$ cat src/rtl/turb_pkg.sv
package turb_pkg;

    localparam int BUS_W = 32;

    typedef enum logic [1:0] {
        REG_COUNT  = 2'd0,
        REG_PERIOD = 2'd1,
        REG_STATUS = 2'd2,
        REG_CTRL   = 2'd3
    } reg_addr_e;

    // One counting event derived from the filtered channels
    typedef struct packed {
        logic valid;
        logic down;
    } step_t;

    function automatic step_t make_step(input logic a_rise, input logic b_level);
        step_t s;
        s.valid = a_rise;
        s.down  = b_level;
        return s;
    endfunction

endpackage

$ cat src/rtl/turb_deglitch.sv
module turb_deglitch #(
    parameter int FILT_W = 4
) (
    input  logic              clk,
    input  logic              rst,
    input  logic              pin,
    input  logic [FILT_W-1:0] filt_len,
    output logic              level
);
    logic [1:0]        sync_q;
    logic              stable_q;
    logic [FILT_W-1:0] run_q;

    always_ff @(posedge clk) begin
        if (rst) begin
            sync_q   <= '0;
            stable_q <= 1'b0;
            run_q    <= '0;
        end else begin
            sync_q <= {sync_q[0], pin};
            if (sync_q[1] == stable_q) begin
                run_q <= '0;
            end else if (run_q >= filt_len) begin
                stable_q <= sync_q[1];
                run_q    <= '0;
            end else begin
                run_q <= run_q + 1'b1;
            end
        end
    end

    assign level = stable_q;

    // filtered level only ever moves to the synchronised level
    p_filt_follow_r1: assert property (@(posedge clk) disable iff (rst)
        (stable_q != $past(stable_q)) |-> (stable_q == $past(sync_q[1])));

    // while the run is shorter than the filter, the level holds
    p_filt_hold_r1: assert property (@(posedge clk) disable iff (rst)
        ((sync_q[1] != stable_q) && (run_q < filt_len)) |=> $stable(stable_q));

endmodule

$ cat src/rtl/turb_step_count.sv
module turb_step_count
    import turb_pkg::*;
#(
    parameter int COUNT_W = 24
) (
    input  logic                      clk,
    input  logic                      rst,
    input  logic                      clr,
    input  step_t                     step,
    output logic signed [COUNT_W-1:0] count,
    output logic                      dir_down
);
    localparam logic signed [COUNT_W-1:0] CMAX = {1'b0, {(COUNT_W-1){1'b1}}};
    localparam logic signed [COUNT_W-1:0] CMIN = {1'b1, {(COUNT_W-1){1'b0}}};

    always_ff @(posedge clk) begin
        if (rst) begin
            count    <= '0;
            dir_down <= 1'b0;
        end else if (clr) begin
            count <= '0;
        end else if (step.valid) begin
            dir_down <= step.down;
            if (step.down) begin
                if (count != CMIN) count <= count - 1'b1;
            end else begin
                if (count != CMAX) count <= count + 1'b1;
            end
        end
    end

    // no counting event, no change
    p_idle_hold_r2: assert property (@(posedge clk) disable iff (rst)
        (!clr && !step.valid) |=> $stable(count));

    // no wrap from top to bottom
    p_no_overflow_r3: assert property (@(posedge clk) disable iff (rst)
        (count == CMAX && !clr) |=> (count != CMIN));

    // no wrap from bottom to top
    p_no_underflow_r3: assert property (@(posedge clk) disable iff (rst)
        (count == CMIN && !clr) |=> (count != CMAX));

endmodule

$ cat src/rtl/turb_interval.sv
module turb_interval #(
    parameter int PER_W    = 16,
    parameter int TICK_DIV = 16
) (
    input  logic             clk,
    input  logic             rst,
    input  logic             clr,
    input  logic             edge_evt,
    input  logic [PER_W-1:0] timeout,
    output logic [PER_W-1:0] period,
    output logic             stalled
);
    localparam int PRE_W = (TICK_DIV > 1) ? $clog2(TICK_DIV) : 1;
    localparam logic [PRE_W-1:0] PRE_LAST = PRE_W'(TICK_DIV - 1);

    logic [PRE_W-1:0] pre_q;
    logic [PER_W-1:0] run_q;
    logic             tick;

    assign tick = (pre_q == PRE_LAST);

    always_ff @(posedge clk) begin
        if (rst) begin
            pre_q   <= '0;
            run_q   <= '0;
            period  <= '1;
            stalled <= 1'b1;
        end else begin
            pre_q <= tick ? '0 : pre_q + 1'b1;
            if (clr) begin
                run_q   <= PER_W'(tick);
                period  <= '0;
                stalled <= 1'b0;
            end else if (edge_evt) begin
                period  <= stalled ? '1 : run_q;
                run_q   <= PER_W'(tick);
                stalled <= 1'b0;
            end else if (!stalled && run_q >= timeout) begin
                period  <= '1;
                stalled <= 1'b1;
            end else if (!stalled && tick) begin
                run_q <= run_q + 1'b1;
            end
        end
    end

    // a stall always shows an all-ones period
    p_stall_ones_r5: assert property (@(posedge clk) disable iff (rst)
        stalled |-> (period == '1));

    // a counted edge ends any stall
    p_edge_unstall_r6: assert property (@(posedge clk) disable iff (rst)
        (edge_evt && !clr) |=> !stalled);

    // edge while stalled keeps period saturated
    p_restart_ones_r6: assert property (@(posedge clk) disable iff (rst)
        (edge_evt && !clr && stalled) |=> (period == '1));

endmodule

$ cat src/rtl/turb_meter.sv
module turb_meter
    import turb_pkg::*;
#(
    parameter int COUNT_W  = 24,
    parameter int PER_W    = 16,
    parameter int FILT_W   = 4,
    parameter int TICK_DIV = 16
) (
    input  logic              clk,
    input  logic              rst,
    input  logic              pin_a,
    input  logic              pin_b,
    input  logic [FILT_W-1:0] cfg_filt_len,
    input  logic [PER_W-1:0]  cfg_timeout,
    input  logic [1:0]        bus_raddr,
    input  logic              bus_rd,
    output logic [BUS_W-1:0]  bus_rdata,
    input  logic [1:0]        bus_waddr,
    input  logic              bus_wr,
    input  logic              bus_wdata
);
    localparam int NCH = 2;

    logic [NCH-1:0] pins;
    logic [NCH-1:0] lvl;
    logic           a_prev_q;
    logic           a_rise;
    logic           clr;
    step_t          step;

    logic signed [COUNT_W-1:0] count;
    logic                      dir_down;
    logic [PER_W-1:0]          period;
    logic                      stalled;

    assign pins = {pin_b, pin_a};

    for (genvar g = 0; g < NCH; g++) begin : g_chan
        turb_deglitch #(.FILT_W(FILT_W)) u_dg (
            .clk      (clk),
            .rst      (rst),
            .pin      (pins[g]),
            .filt_len (cfg_filt_len),
            .level    (lvl[g])
        );
    end

    always_ff @(posedge clk) begin
        if (rst) a_prev_q <= 1'b0;
        else     a_prev_q <= lvl[0];
    end

    assign a_rise = lvl[0] & ~a_prev_q;
    assign step   = make_step(a_rise, lvl[1]);
    assign clr    = bus_wr && (reg_addr_e'(bus_waddr) == REG_CTRL) && bus_wdata;

    turb_step_count #(.COUNT_W(COUNT_W)) u_cnt (
        .clk      (clk),
        .rst      (rst),
        .clr      (clr),
        .step     (step),
        .count    (count),
        .dir_down (dir_down)
    );

    turb_interval #(.PER_W(PER_W), .TICK_DIV(TICK_DIV)) u_per (
        .clk      (clk),
        .rst      (rst),
        .clr      (clr),
        .edge_evt (step.valid),
        .timeout  (cfg_timeout),
        .period   (period),
        .stalled  (stalled)
    );

    always_ff @(posedge clk) begin
        if (rst) begin
            bus_rdata <= '0;
        end else if (bus_rd) begin
            case (reg_addr_e'(bus_raddr))
                REG_COUNT:  bus_rdata <= {{(BUS_W-COUNT_W){count[COUNT_W-1]}}, count};
                REG_PERIOD: bus_rdata <= {{(BUS_W-PER_W){1'b0}}, period};
                REG_STATUS: bus_rdata <= {{(BUS_W-2){1'b0}}, stalled, dir_down};
                default:    bus_rdata <= '0;
            endcase
        end
    end

    // clear takes effect on the following cycle
    p_clear_zero_r7: assert property (@(posedge clk) disable iff (rst)
        clr |=> (count == '0 && period == '0 && !stalled));

    // read data is held between reads
    p_rdata_hold_r8: assert property (@(posedge clk) disable iff (rst)
        !bus_rd |=> $stable(bus_rdata));

    // B activity alone never moves the count
    p_b_only_r2: assert property (@(posedge clk) disable iff (rst)
        (!a_rise && !clr) |=> $stable(count));

endmodule

$ cat config.mk
export PLATFORM = sky130hd
export DESIGN_NAME = turb_meter
export DESIGN_NICKNAME = d
export VERILOG_FILES = /design/src/rtl/turb_pkg.sv /design/src/rtl/turb_deglitch.sv /design/src/rtl/turb_step_count.sv /design/src/rtl/turb_interval.sv /design/src/rtl/turb_meter.sv
export SDC_FILE = /design/constraint.sdc
export NUM_CORES = 1
export LEC_CHECK = 0
export CORE_ASPECT_RATIO = 0.7
export CORE_MARGIN = 2
export CORE_UTILIZATION = 40
export CTS_CLUSTER_SIZE = 28
export DETAILED_ROUTE_END_ITERATION = 10
export GPL_TIMING_DRIVEN = 0
export PLACE_DENSITY = 0.68
export SLEW_MARGIN = 30
export SYNTH_ARGS = -nofsm -noshare
export SYNTH_HDL_FRONTEND = slang
export SYNTH_SLANG_ARGS = --single-unit
$ cat constraint.sdc
create_clock -name clk -period 2.7 [get_ports clk]
set_input_delay 0.675 -clock clk [delete_from_list [all_inputs] [get_ports clk]]
set_output_delay 0.675 -clock clk [all_outputs]
set_load 0.05 [all_outputs]
# ---- Word-level counts from Yosys, hierarchy flattened
# Cells that the tools add are included.
dict set report word_totals {
  ff_bits 109
  in_bits 31
  out_inout_bits 32
  word_cells 75
}
dict set report op_classes {
  add_sub_neg 6
  n_lt_le_gt_ge 3
  n_eq_ne 10
  mux 15
  bitwise 6
  reduce_logical 20
}
# op count
set op_table {}
lappend op_table {{case mux 32 bit (3 select lines)} 1}
lappend op_table {{two-way mux 24 bit} 3}
lappend op_table {{two-way mux 16 bit} 4}
lappend op_table {{inequality test 24 bit, second input constant} 2}
lappend op_table {{adder 24 x 1 -> 24 bit, second input constant} 1}
lappend op_table {{subtractor 24 x 1 -> 24 bit, second input constant} 1}
lappend op_table {{adder 16 x 1 -> 16 bit, second input constant} 1}
lappend op_table {{greater-or-equal comparator 16 bit} 1}
lappend op_table {{adder 4 x 1 -> 4 bit, second input constant} 3}
lappend op_table {{AND reduction 2 bit} 5}
lappend op_table {{OR reduction 3 bit} 3}
lappend op_table {{greater-or-equal comparator 4 bit} 2}
lappend op_table {{two-way mux 1 bit} 7}
lappend op_table {{nonzero test 3 bit} 2}
lappend op_table {{inverter 1 bit} 5}
lappend op_table {{equality test 2 bit, second input constant} 2}
lappend op_table {{equality test 4 bit, second input constant} 1}
lappend op_table {{logical AND 1 bit} 4}
lappend op_table {{OR reduction 2 bit} 2}
lappend op_table {{inequality test 3 bit, second input constant} 1}
lappend op_table {{AND reduction 3 bit} 1}
lappend op_table {{equality test 1 bit} 2}
lappend op_table {{equality test 2 x 1 -> 1 bit, second input constant} 1}
lappend op_table {{zero test 2 bit} 1}
lappend op_table {{4 further kinds} 4}

# ---- Logic depth before layout (Yosys ltp)
# Gate-level depths: netlist of the first run.
dict set report logic_depth {
  word_depth 6
  depth_mapped 11
  depth_no_buf 10
}

# ---- By module
# Synthesis of the first run repeated with hierarchy kept, for this count alone.
dict set report unflattened {
  cells_unflattened 773
  area_unflattened_um2 6316.1
}
# mod n_inst cells_per_inst area_each_um2 seq_area_each_um2
set by_module_without_submodules {}
lappend by_module_without_submodules {turb_step_count 1 294 2275.9 500.5}
lappend by_module_without_submodules {turb_interval 1 284 2195.9 740.7}
lappend by_module_without_submodules {turb_meter 1 123 1108.6 500.5}
lappend by_module_without_submodules {turb_deglitch 2 36 367.9 140.1}

# ---- Worst setup path after synthesis of the first run
# No wires, ideal clock.
dict set report synth_timing {
  path_kind {reg-to-reg}
  from {register g_chan[1].u_dg.stable_q}
  to {register u_cnt.count[22]}
  setup_ns 0.128
  arrival_time_ns 2.575
  required_ns 2.572
  path_slack_ns -0.002
  path_stages_with_launch 11
  path_buffers 1
  synth_period_minus_slack_ns 2.702
  path_cell_list {dfxtp_1 ha_1 clkbuf_1 a21o_1 nor2_1 o211ai_1 a311oi_1 o311ai_1 xor2_1 mux2i_1 nor2_1}
}
dict set report synth_via {
  elab_chain_len 2
  elab_cells_between_ends 4
  cone_classes {1 x eq/ne; 1 x mux; 2 x reduce/logical}
}
# element line
set synth_rtl {}
lappend synth_rtl {{start: declaration} turb_deglitch.sv:11} ;# logic stable_q;
lappend synth_rtl {{start signal: assignment} turb_deglitch.sv:24} ;# stable_q <= sync_q[1];
lappend synth_rtl {{inequality test 2 x 1 -> 1 bit (no line) / nonzero test 2 bit (equally long branches)} --}
lappend synth_rtl {{AND reduction 3 bit (no line)} --}
lappend synth_rtl {{end signal: assignment} turb_step_count.sv:25} ;# if (count != CMIN) count <= count - 1'b1;
lappend synth_rtl {{end signal: assignment} turb_step_count.sv:27} ;# if (count != CMAX) count <= count + 1'b1;
lappend synth_rtl {{end: declaration} turb_step_count.sv:10} ;# output logic signed [COUNT_W-1:0] count,
# Several ways; a longest one is shown, not always the timed one.
# A chain may end at the register's enable or synchronous reset.

# ---- Worst setup path after layout of the first run
dict set report layout_timing {
  from {input cfg_timeout[0]}
  to {register u_per.period[14]}
}
dict set report layout_via {
  elab_chain_len 3
}
# element line
set layout_rtl {}
lappend layout_rtl {{start: declaration} turb_meter.sv:14} ;# input logic [PER_W-1:0] cfg_timeout,
lappend layout_rtl {{greater-or-equal comparator 16 bit} turb_interval.sv:38} ;# end else if (!stalled && run_q >= timeout) begin
lappend layout_rtl {{logical AND 1 bit} turb_interval.sv:38}
lappend layout_rtl {{nonzero test 3 bit (no line)} --}
lappend layout_rtl {{end signal: assignment} turb_interval.sv:35} ;# period <= stalled ? '1 : run_q;
lappend layout_rtl {{end: declaration} turb_interval.sv:10} ;# output logic [PER_W-1:0] period,
# No other way between the ends.

==> results.md, run 1 <==
- Outcome: finished, final reports clean
- Critical Path Most Common Cell: a21o_1
- DRT Pass-1 Iters: 5
- Slew @ Worst Pin: 0.844 ns
- Slew headroom: 43.5%
- DP Worst Slack: -0.640 ns
- Clock skew: 0.00689 ns
- Most common cell after layout, fill and taps aside: dfxtp_1
- Routed Antenna Nets: 0
- MaxCap Viol Count: 0
- PnR worst setup slack: 0.0706 ns
- Most frequent cells in the layout: 99 x dfxtp_1, 73 x nor2_1, 62 x a21oi_1, 56 x clkdlybuf4s50_1, 47 x ha_1
- Worst EP arrival: 2.86 ns
- Worst path max stage delay: 0.33 ns
- Core box area: 14800 sq um
- Total GRT Usage: 20.3%
- Min-Delay Path Depth: 1
- Yosys warns: 0
- Wire per inst: 15.7 microns
- Worst-path cell chain: dlygate4sd2_1 -> ha_1 -> nand2b_4 -> a21o_1 -> a21o_1 -> a21o_1 -> a221oi_4 -> o21ai_4 -> a31oi_4 -> buf_6 -> o21ai_2
- Htree depth: 3
- Register-to-Register Path Depth: 10
- Area Overhead vs Synth: 24.9%
- Die Y: 107 microns
- Vias: 5623
- FP Rows: 37
- Post-synthesis instance total: 748
- Placed standard-cell area: 6940 sq um
- Gpl congestion: 0.939
- Setup TNS: 0 ns
- Vias/cell: 5.48
- Die area: 16200 sq um
- P_leak: 0.00307 uW
- Worst skew pair latency: 0.34 ns
- Final design area excluding fillers: 7610 sq um
- Crit. End Element: flop
- Post-synth EDFFs: 0
- Hold path startpoint: g_chan[0].u_dg.sync_q[0]$_SDFF_PP0_
- Power Density: 442 nW/um^2
- Critical Path RT: 2.93 ns
- Seq/Total Area, Yosys: 33.2%
- Pins Over Slew Limit: 0
- Synth cell types: 54
- Gr ovfl total: 0
- Hold_buf cts: 0
- CP Class: input pin to flop
- Final min period: 2.63 ns
- Layout cells sized above 1: 11.2%
- DIE WIDTH: 152 microns
- Synth Cell Area: 6090 sq um
- Pin count of the biggest net entering global routing: 17
- Final hold violations: 0
- R2r setup slk: 0.12 ns
- Slowest stage cell on the critical path: a31oi_4
- Total Nets Final: 909
- # DRC: 0
- Final core utilization: 51.3%
- # IOs: 63
- Fmax: 0.380 GHz
- Initial antenna violation count: 0
- Critical Path Source Type: input pin
- Reg2Reg Launch Point: g_chan[1].u_dg.level$_SDFFE_PP0P_
- Clock Tree Buf Depth: 2
- First-pass GRT wire length: 26000 microns
- Worst IR Drop VDD: 0.343 mV
- R2R Path End: u_cnt.count[23]$_SDFFE_PP0P_
- HP Class: flop to flop
- Power, Total: 3360 uW
- CTS tree: done
- Starting Density: 41.1%
- Placed wire-length estimate: 11800 microns
- Max FO, Critical Path: 8
- Seq cells post-synth: 101
- Primary FF master, synth: dfxtp_1
- Endpoint of the worst hold path: g_chan[0].u_dg.sync_q[1]$_SDFF_PP0_
- Clk pin slew, worst setup/hold paths: 0.07 ns
- CTS buffer count: 9
- Syn Area/Cell: 8.14 sq um
- Routed wire length: 16100 microns
- Vias in the first global route: 4898
- Clock sinks: 101
- Number of DRC markers in iteration 0: 461
- Ys async rst share: 0%
- Syn nets: 830
- # diodes: 0
- Final setup viols: 0
- Clock root buffer master: clkbuf_16
- Period utilization: 97.4%
- Count of input and output buffers: 60
==> sequential cells by signal, summed over array words and instances (netlist names) <==
register            cells
u_per.stalled           1
a_prev_q                1
u_per.pre_q             4
g_chan.u_dg.run_q       8
u_per.run_q            16
g_chan.u_dg.sync_q      4
bus_rdata              24
u_cnt.dir_down          1
u_per.period           16
u_cnt.count            24
g_chan.u_dg.level       2
==> where the power goes <==
part / total [uW] / leakage (uW) / internal [uW] / switching [uW]
combinational: 323 / 0.00208 / 141 / 183
sequential: 1540 / 0.000820 / 1520 / 19.9
clock: 1500 / 0.000169 / 932 / 572
total: 3360 / 0.00307 / 2590 / 775
==> critical path, delay by kind of cell <==
family / cells / cell delay, ns
compound gates: 7 / 1.34
buf+inv: 2 / 0.42
fa+ha+maj: 1 / 0.27
simple gates: 1 / 0.14
==> stage by stage <==
stage	hold slack, ns	cells
floorplan	0.414	748
global placement	0.420	1003
detailed placement	0.439	1003
CTS	0.454	1025
global route	0.462	1026
finish	0.448	1026
==> kinds of logic (layout without fill, tap and decap cells) <==
| family | Yosys count | count (layout) | synth area share [%] |
|---|---|---|---|
| mux | 35 | 35 | 6.04 |
| xor+xnor | 22 | 22 | 3.16 |
| flops | 101 | 101 | 33.2 |
| buf+inv | 76 | 159 | 5.22 |
| fa+ha+maj | 51 | 51 | 10.6 |
| compound gates | 187 | 187 | 18.6 |
| simple gates | 276 | 276 | 23.2 |
==> Yosys cell counts (all sizes together) (8+ instances only) <==
master / n / area share, %
a21o: 20 / 2.5
ha: 50 / 10
clkbuf: 31 / 1.9
xor2: 8 / 1.2
buf: 12 / 1.3
nor2: 74 / 4.6
a21oi: 65 / 5.3
xnor2: 14 / 2.0
inv: 33 / 2.0
nand2: 32 / 2.0
mux2i: 21 / 3.5
nand3: 31 / 2.5
dfxtp: 101 / 33
nor2b: 24 / 2.5
nand4: 16 / 1.6
or3: 11 / 1.1
nor3: 31 / 2.5
mux2: 14 / 2.6
nand2b: 16 / 1.6
nor4: 11 / 1.1
o21ai: 54 / 4.5
==> layer usage <==
| metal | track usage [%] | wire length, microns |
|---|---|---|
| met1 | 33.2 | 8750 |
| met2 | 26.9 | 5990 |
| met3 | 4.75 | 1240 |
| met5 | 0 | 0 |
| met4 | 2.91 | 127 |
==> final cells by class <==
class,instances,area (sq um)
plain buffers,41,204
clock buffers,10,239
clock inverters,5,108
fillers,1398,7210
inverters,33,124
multi-input cells,571,3960
flip-flops and latches,101,2030
well taps,195,244
repair buffers,70,706
==> what timing repair did <==
action | CTS | global route
setup endpoints to repair | 53 | 39
gates cloned | 2 | 0
gates resized for setup | 36 | 22
buffers inserted | 5 | 3
endpoints found under the hold margin | 0 | 0
pin swaps | 11 | 15
==> how the worst max path moves through the flow <==
stage,start,to,cells after the start
CTS,cfg_timeout[13],u_per.run_q[3]$_SDFFE_PP0P_,11
finish,cfg_timeout[0],u_per.period[14]$_SDFFE_PP1P_,11
detailed placement,cfg_timeout[9],u_per.period[12]$_SDFFE_PP1P_,12
global route,g_chan[1].u_dg.level$_SDFFE_PP0P_,u_cnt.count[23]$_SDFFE_PP0P_,10
global placement,cfg_timeout[9],u_per.period[9]$_SDFFE_PP1P_,12
floorplan,cfg_timeout[0],u_per.run_q[3]$_SDFFE_PP0P_,9
Power figures use the tool's default switching activity.
==> run 2: changes to the inputs <==
--- a/config.mk
+++ b/config.mk
@@ -11,7 +11,7 @@
 export CTS_CLUSTER_SIZE = 28
 export DETAILED_ROUTE_END_ITERATION = 10
 export GPL_TIMING_DRIVEN = 0
-export PLACE_DENSITY = 0.68
+export PLACE_DENSITY = 0.67
 export SLEW_MARGIN = 30
 export SYNTH_ARGS = -nofsm -noshare
 export SYNTH_HDL_FRONTEND = slang
==> results.md, run 2 (synthesis results as in run 1) <==
- Top Registers: bus_rdata x24, u_cnt.count x24
- Final min period: 2.63 ns
- Slew headroom: 45.0%
- Clock root buffer master: clkbuf_16
- Placed wire-length estimate: 11900 microns
- Core box area: 14800 sq um
- Wire per inst: 16.0 microns
- Vias in the first global route: 4982
- Worst IR Drop VDD: 0.321 mV
- RSZ-0062 raised after global routing: yes
- Outcome: finished, final reports clean
- Slew @ Worst Pin: 0.823 ns
- Initial antenna violation count: 0
- Critical Path Source Type: input pin
- Count of input and output buffers: 60
- Max FO, Critical Path: 8
- Most common cell after layout, fill and taps aside: dfxtp_1
- Period utilization: 97.5%
- Setup TNS: 0 ns
- # diodes: 0
- Worst-path cell chain: clkdlybuf4s50_1 -> inv_1 -> ha_4 -> a21o_1 -> a21o_1 -> a21oi_2 -> o21ai_2 -> a21oi_2 -> o21ai_4 -> a31oi_4 -> buf_6 -> o21ai_1
- Vias/cell: 5.52
- Routed Antenna Nets: 0
- Routed wire length: 16400 microns
- Fill count: 1456
- DRT Pass-1 Iters: 5
- Buffers & Inverters on Critical Path: 3
- # IOs: 63
- Placed cells: 1003
- Power Density: 414 nW/um^2
- Critical Path RT: 2.93 ns
- Worst skew pair latency: 0.35 ns
- Pin count of the biggest net entering global routing: 17
- CP top delay family: compound AO/OA/AOI/OAI gates
- FP Rows: 37
- Area Overhead vs Synth: 25.2%
- Worst EP arrival: 2.87 ns
- MaxCap Viol Count: 0
- Slowest stage cell on the critical path: clkdlybuf4s50_1
- First-pass GRT wire length: 26300 microns
- PnR worst setup slack: 0.0664 ns
- CP Class: input pin to flop
- Starting Density: 41.1%
- Worst path max stage delay: 0.45 ns
- CTS tree: done
- Htree depth: 3
- Pins Over Slew Limit: 0
- # DRC: 0
- Clock skew: 0.00751 ns
- Clock Tree Buf Depth: 2
- Gpl congestion: 0.917
- Most frequent cells in the layout: 97 x dfxtp_1, 73 x nor2_1, 61 x a21oi_1, 54 x clkdlybuf4s50_1, 42 x ha_1
- Fmax: 0.380 GHz
- Crit. End Element: flop
- Vias: 5670
- P_leak: 0.00306 uW
- Final hold violations: 0
- Power, Total: 3160 uW
- Final setup viols: 0
- Clk pin slew, worst setup/hold paths: 0.07 ns
- Total GRT Usage: 20.5%
- HP Class: flop to flop
- Die Y: 107 microns
- Total Nets Final: 909
- Layout Cells excl Fill: 1027
- Die area: 16200 sq um
- Layout cells sized above 1: 12.6%
- Gr ovfl total: 0
- CTS buffer count: 9
- Number of DRC markers in iteration 0: 482
- DIE WIDTH: 152 microns
- Clock sinks: 101
- DP Worst Slack: -0.679 ns
==> run 2: cell types whose count changed in the layout (fill, tap and decap cells not counted), moves of 3 or more <==
cell	before	now
ha_1	47	42
dlymetal6s2s_1	2	5
ha_4	3	6
inv_1	30	27
inv_2	3	6
==> run 2: final timing paths <==
kind / from / end / slack (ns) / depth (start not counted)
setup reg to reg: g_chan[1].u_dg.level$_SDFFE_PP0P_ / u_cnt.count[23]$_SDFFE_PP0P_ / 0.11 / 9
setup / recovery: cfg_timeout[13] / u_per.period[10]$_SDFFE_PP1P_ / 0.07 / 12
hold / removal: g_chan[0].u_dg.sync_q[0]$_SDFF_PP0_ / g_chan[0].u_dg.sync_q[1]$_SDFF_PP0_ / 0.44 / 1
hold reg to reg: g_chan[0].u_dg.sync_q[0]$_SDFF_PP0_ / g_chan[0].u_dg.sync_q[1]$_SDFF_PP0_ / 0.44 / 1
==> run 2: final cells by class <==
cell class | count | area (sq um) | area share [%]
multi-input combinational | 571 | 4010 | 52.6
sequential | 101 | 2030 | 26.6
timing repair buffer | 71 | 727 | 9.53
tap | 195 | 244 | 3.20
clock buffer | 11 | 233 | 3.05
buffer | 40 | 203 | 2.66
inverter | 33 | 124 | 1.62
clock inverter | 5 | 60.1 | 0.787
==> run 2: worst reg2reg max path: cells and delay by family (launching register included) <==
family                     cells  cell delay, ns
and+or+nand+nor                3            0.49
DFF                            1            0.40
adders and majority gates      1            0.36
buffers and inverters          1            0.16
AOI/OAI and AO/OA              4            1.09
==> run 2: stage by stage <==
step | hold WS, ns | utilization [%] | cell area [sq um]
final | 0.439 | 51.5 | 7630
after global routing | 0.463 | 51.5 | 7630
after CTS | 0.445 | 49.7 | 7370
after detailed placement | 0.429 | 46.8 | 6940
after global placement | 0.420 | 46.8 | 6940
after floorplan | 0.414 | - | 6090
==> run 2: timing repair <==
item                       in CTS  in global routing
setup endpoints to repair      53                 46
pin swaps                       9                 21
hold buffers                    0                  0
gates resized for setup        29                 41
buffers inserted                1                  8
gates cloned                    1                  1
==> run 2: report_power, final <==
part,switching (uW),total (uW),internal (uW)
combinational,183,324,140
clock,577,1300,723
sequential,19.7,1540,1520
==> run 2: routing by layer <==
layer | global-route usage (%) | vias up | share of wire (%)
met4 | 3.11 | 0 | 0.52
met3 | 4.66 | 10 | 8.6
li1 | - | 2839 | -
met2 | 27.3 | 193 | 38
met1 | 33.3 | 2628 | 52
met5 | 0 | - | 0
==> run 3: changes to the inputs <==
--- a/config.mk
+++ b/config.mk
@@ -15,4 +15,5 @@
 export SLEW_MARGIN = 30
 export SYNTH_ARGS = -nofsm -noshare
 export SYNTH_HDL_FRONTEND = slang
+export SYNTH_HIERARCHICAL = 1
 export SYNTH_SLANG_ARGS = --single-unit
==> results.md, run 3 <==
- Outcome: finished, final reports clean
- Clk pwr share: 42.3%
- R2R Path End: u_cnt/count[17]$_SDFFE_PP0P_
- FF+latch area: 2030 sq um
- Reg power frac: 48.1%
- Clock skew: 0.00683 ns
- Reg2Reg Launch Point: g_chan[1].u_dg/level$_SDFFE_PP0P_
- R2r setup slk: 0.18 ns
- Vias in the first global route: 5176
- Syn nets: 855
- Placed wire-length estimate: 12100 microns
- Routed wire length: 16000 microns
- Final min period: 2.68 ns
- CP top delay family: simple AND/OR/NAND/NOR gates
- CTS buffer count: 9
- Most common cell after layout, fill and taps aside: nor2_1
- Clk pin slew, worst setup/hold paths: 0.07 ns
- MaxCap Viol Count: 0
- CTS tree: done
- Hold path startpoint: g_chan[1].u_dg/sync_q[0]$_SDFF_PP0_
- Clock Tree Buf Depth: 2
- Pins Over Slew Limit: 0
- # diodes: 0
- Starting Density: 40.9%
- Die Y: 109 microns
- Post-synthesis instance total: 773
- Slew headroom: 43.4%
- DRT Pass-1 Iters: 5
- CP Capture Point: u_per/period[6]$_SDFFE_PP1P_
- Seq/Total Area, Yosys: 32.0%
- Vias/cell: 5.43
- Synth cell types: 73
- Total GRT Usage: 19.6%
- Layout Cells excl Fill: 1051
- Power Density: 422 nW/um^2
- Comb pwr share: 9.6%
- Register-to-Register Path Depth: 9
- Number of DRC markers in iteration 0: 480
- Top cell type's share of synthesized area: 32.0%
- Cell with the most instances after synthesis: nor2_1
- Pin count of the biggest net entering global routing: 30
- Synth area leader: dfxtp_1
- Fill count: 1452
- Placed cells: 1034
- Htree depth: 3
- Worst skew pair latency: 0.34 ns
- Critical Path Source Type: input pin
- Switching Share: 23.4%
- Post-synth EDFFs: 0
- Worst path max stage delay: 0.45 ns
- Clock sinks: 101
- HP Class: flop to flop
- Syn Area/Cell: 8.17 sq um
- Setup TNS: 0 ns
- Routed Antenna Nets: 0
- Die area: 16800 sq um
- Slowest stage cell on the critical path: clkdlybuf4s50_1
- Layout cells sized above 1: 11.0%
- Synth area leaders: dfxtp_1 32%, ha_1 9.9%, nor2_1 7.3%, a21oi_1 5.2%, nand2_1 4.3%
- WP depth: 11
- FP Rows: 38
- RSZ-0062 raised after global routing: yes
- CP Class: input pin to flop
- Top post-synthesis cells by count: 123 x nor2_1, 101 x dfxtp_1, 73 x nand2_1
- Worst-path cell chain: clkdlybuf4s50_1 -> inv_1 -> ha_4 -> nand4_1 -> nor2_1 -> nand3_2 -> or2_4 -> buf_6 -> a22o_4 -> buf_6 -> a21oi_1
- Yosys warns: 6
- # DRC: 0
- Wire per inst: 15.3 microns
- CP Launch Point: cfg_timeout[13]
- Clock root buffer master: clkbuf_16
- Most frequent cells in the layout: 120 x nor2_1, 100 x dfxtp_1, 73 x nand2_1, 64 x a21oi_1, 60 x clkdlybuf4s50_1
- Critical Path RT: 2.97 ns
- Slew @ Worst Pin: 0.848 ns
- Count of input and output buffers: 61
- Vias: 5704
- Top Registers: bus_rdata x24, u_cnt/count x24
- # IOs: 63
- Worst EP arrival: 2.95 ns
- Crit. End Element: flop
- Initial antenna violation count: 0
- Worst IR Drop VDD: 0.281 mV
- Gr ovfl total: 0
- Buffers & Inverters on Critical Path: 4
- P_leak: 0.00312 uW
- Multi-input gate area: 4010 sq um
- Fmax: 0.374 GHz
- Max FO, Critical Path: 10
- Gpl congestion: 0.911
- Area Overhead vs Synth: 20.1%
- Primary FF master, synth: dfxtp_1
- Critical Path Most Common Cell: buf_6
- Final hold violations: 0
- DIE WIDTH: 154 microns
- Ys async rst share: 0%
- Final setup viols: 0
- Synth Cell Area: 6320 sq um
- First-pass GRT wire length: 26300 microns
- Internal: 2450 uW
- Period utilization: 99.1%
- Seq cells post-synth: 101
- Total Nets Final: 930
- Core box area: 15500 sq um
- Sw Pwr: 750 uW
## run 3: kinds of logic after synthesis
group                      count (synthesis)  share of synthesized area [%]
adders and majority gates                 51                           10.2
and+or+nand+nor                          326                           25.5
buffers and inverters                     72                           5.69
muxes                                     20                           3.17
AOI/OAI and AO/OA                        182                           20.5
xor gates and xnor gates                  21                           2.91
DFF                                      101                           32.0
## run 3: final cells by class
cell class | instances | share of cell area [%]
Buffer | 38 | 3.07
Clock buffer | 10 | 3.02
Clock inverter | 4 | 0.989
Inverter | 34 | 1.68
Multi-Input combinational cell | 600 | 52.8
Sequential cell | 101 | 26.7
Tap cell | 200 | 3.30
Timing Repair Buffer | 64 | 8.43
## run 3: timing repair
item,4_1_cts,5_1_grt
hold buffers,0,0
gates cloned,0,1
setup endpoints to repair,12,44
pin swaps,1,6
buffers inserted,0,2
gates resized for setup,4,17
## run 3: worst min-delay path by stage
stage          cells past startpoint                             endpoint  slack, ns
3_3_place_gp                       1  g_chan[1].u_dg/sync_q[1]$_SDFF_PP0_       0.42
6_report                           1  g_chan[1].u_dg/sync_q[1]$_SDFF_PP0_       0.44
3_5_place_dp                       1  g_chan[1].u_dg/sync_q[1]$_SDFF_PP0_       0.42
4_1_cts                            1  g_chan[1].u_dg/sync_q[1]$_SDFF_PP0_       0.44
5_1_grt                            1  g_chan[0].u_dg/sync_q[1]$_SDFF_PP0_       0.47
2_1_floorplan                      1  g_chan[0].u_dg/sync_q[1]$_SDFF_PP0_       0.41
## run 3: power groups by stage
stage | clock network (uW) | registers, uW | logic, uW
4_1_cts | 1380 | 1540 | 302
2_1_floorplan | 0 | 1610 | 155
3_5_place_dp | 0 | 1580 | 300
6_report | 1350 | 1540 | 308
5_1_grt | 1440 | 1540 | 339
3_3_place_gp | 0 | 1580 | 297
## run 3: per-layer routing
metal,up-vias,track usage [%],share of wire (%)
met5,-,0,0
met4,0,3.34,0.75
met3,13,4.37,6.7
met2,179,27.1,38
met1,2612,30.8,54
li1,2900,-,-
## run 3: metrics by stage
stage	worst slack [ns]	hold slack, ns	total power, uW	utilization, %	area, sq um
after global placement	-0.490	0.420	1870	46.4	7180
final	0.0244	0.442	3200	49.1	7590
after CTS	0.0127	0.439	3220	48.5	7500
after floorplan	0.107	0.414	1760	-	6320
after detailed placement	-0.386	0.424	1880	46.5	7180
after global routing	-0.0730	0.466	3320	49.1	7590
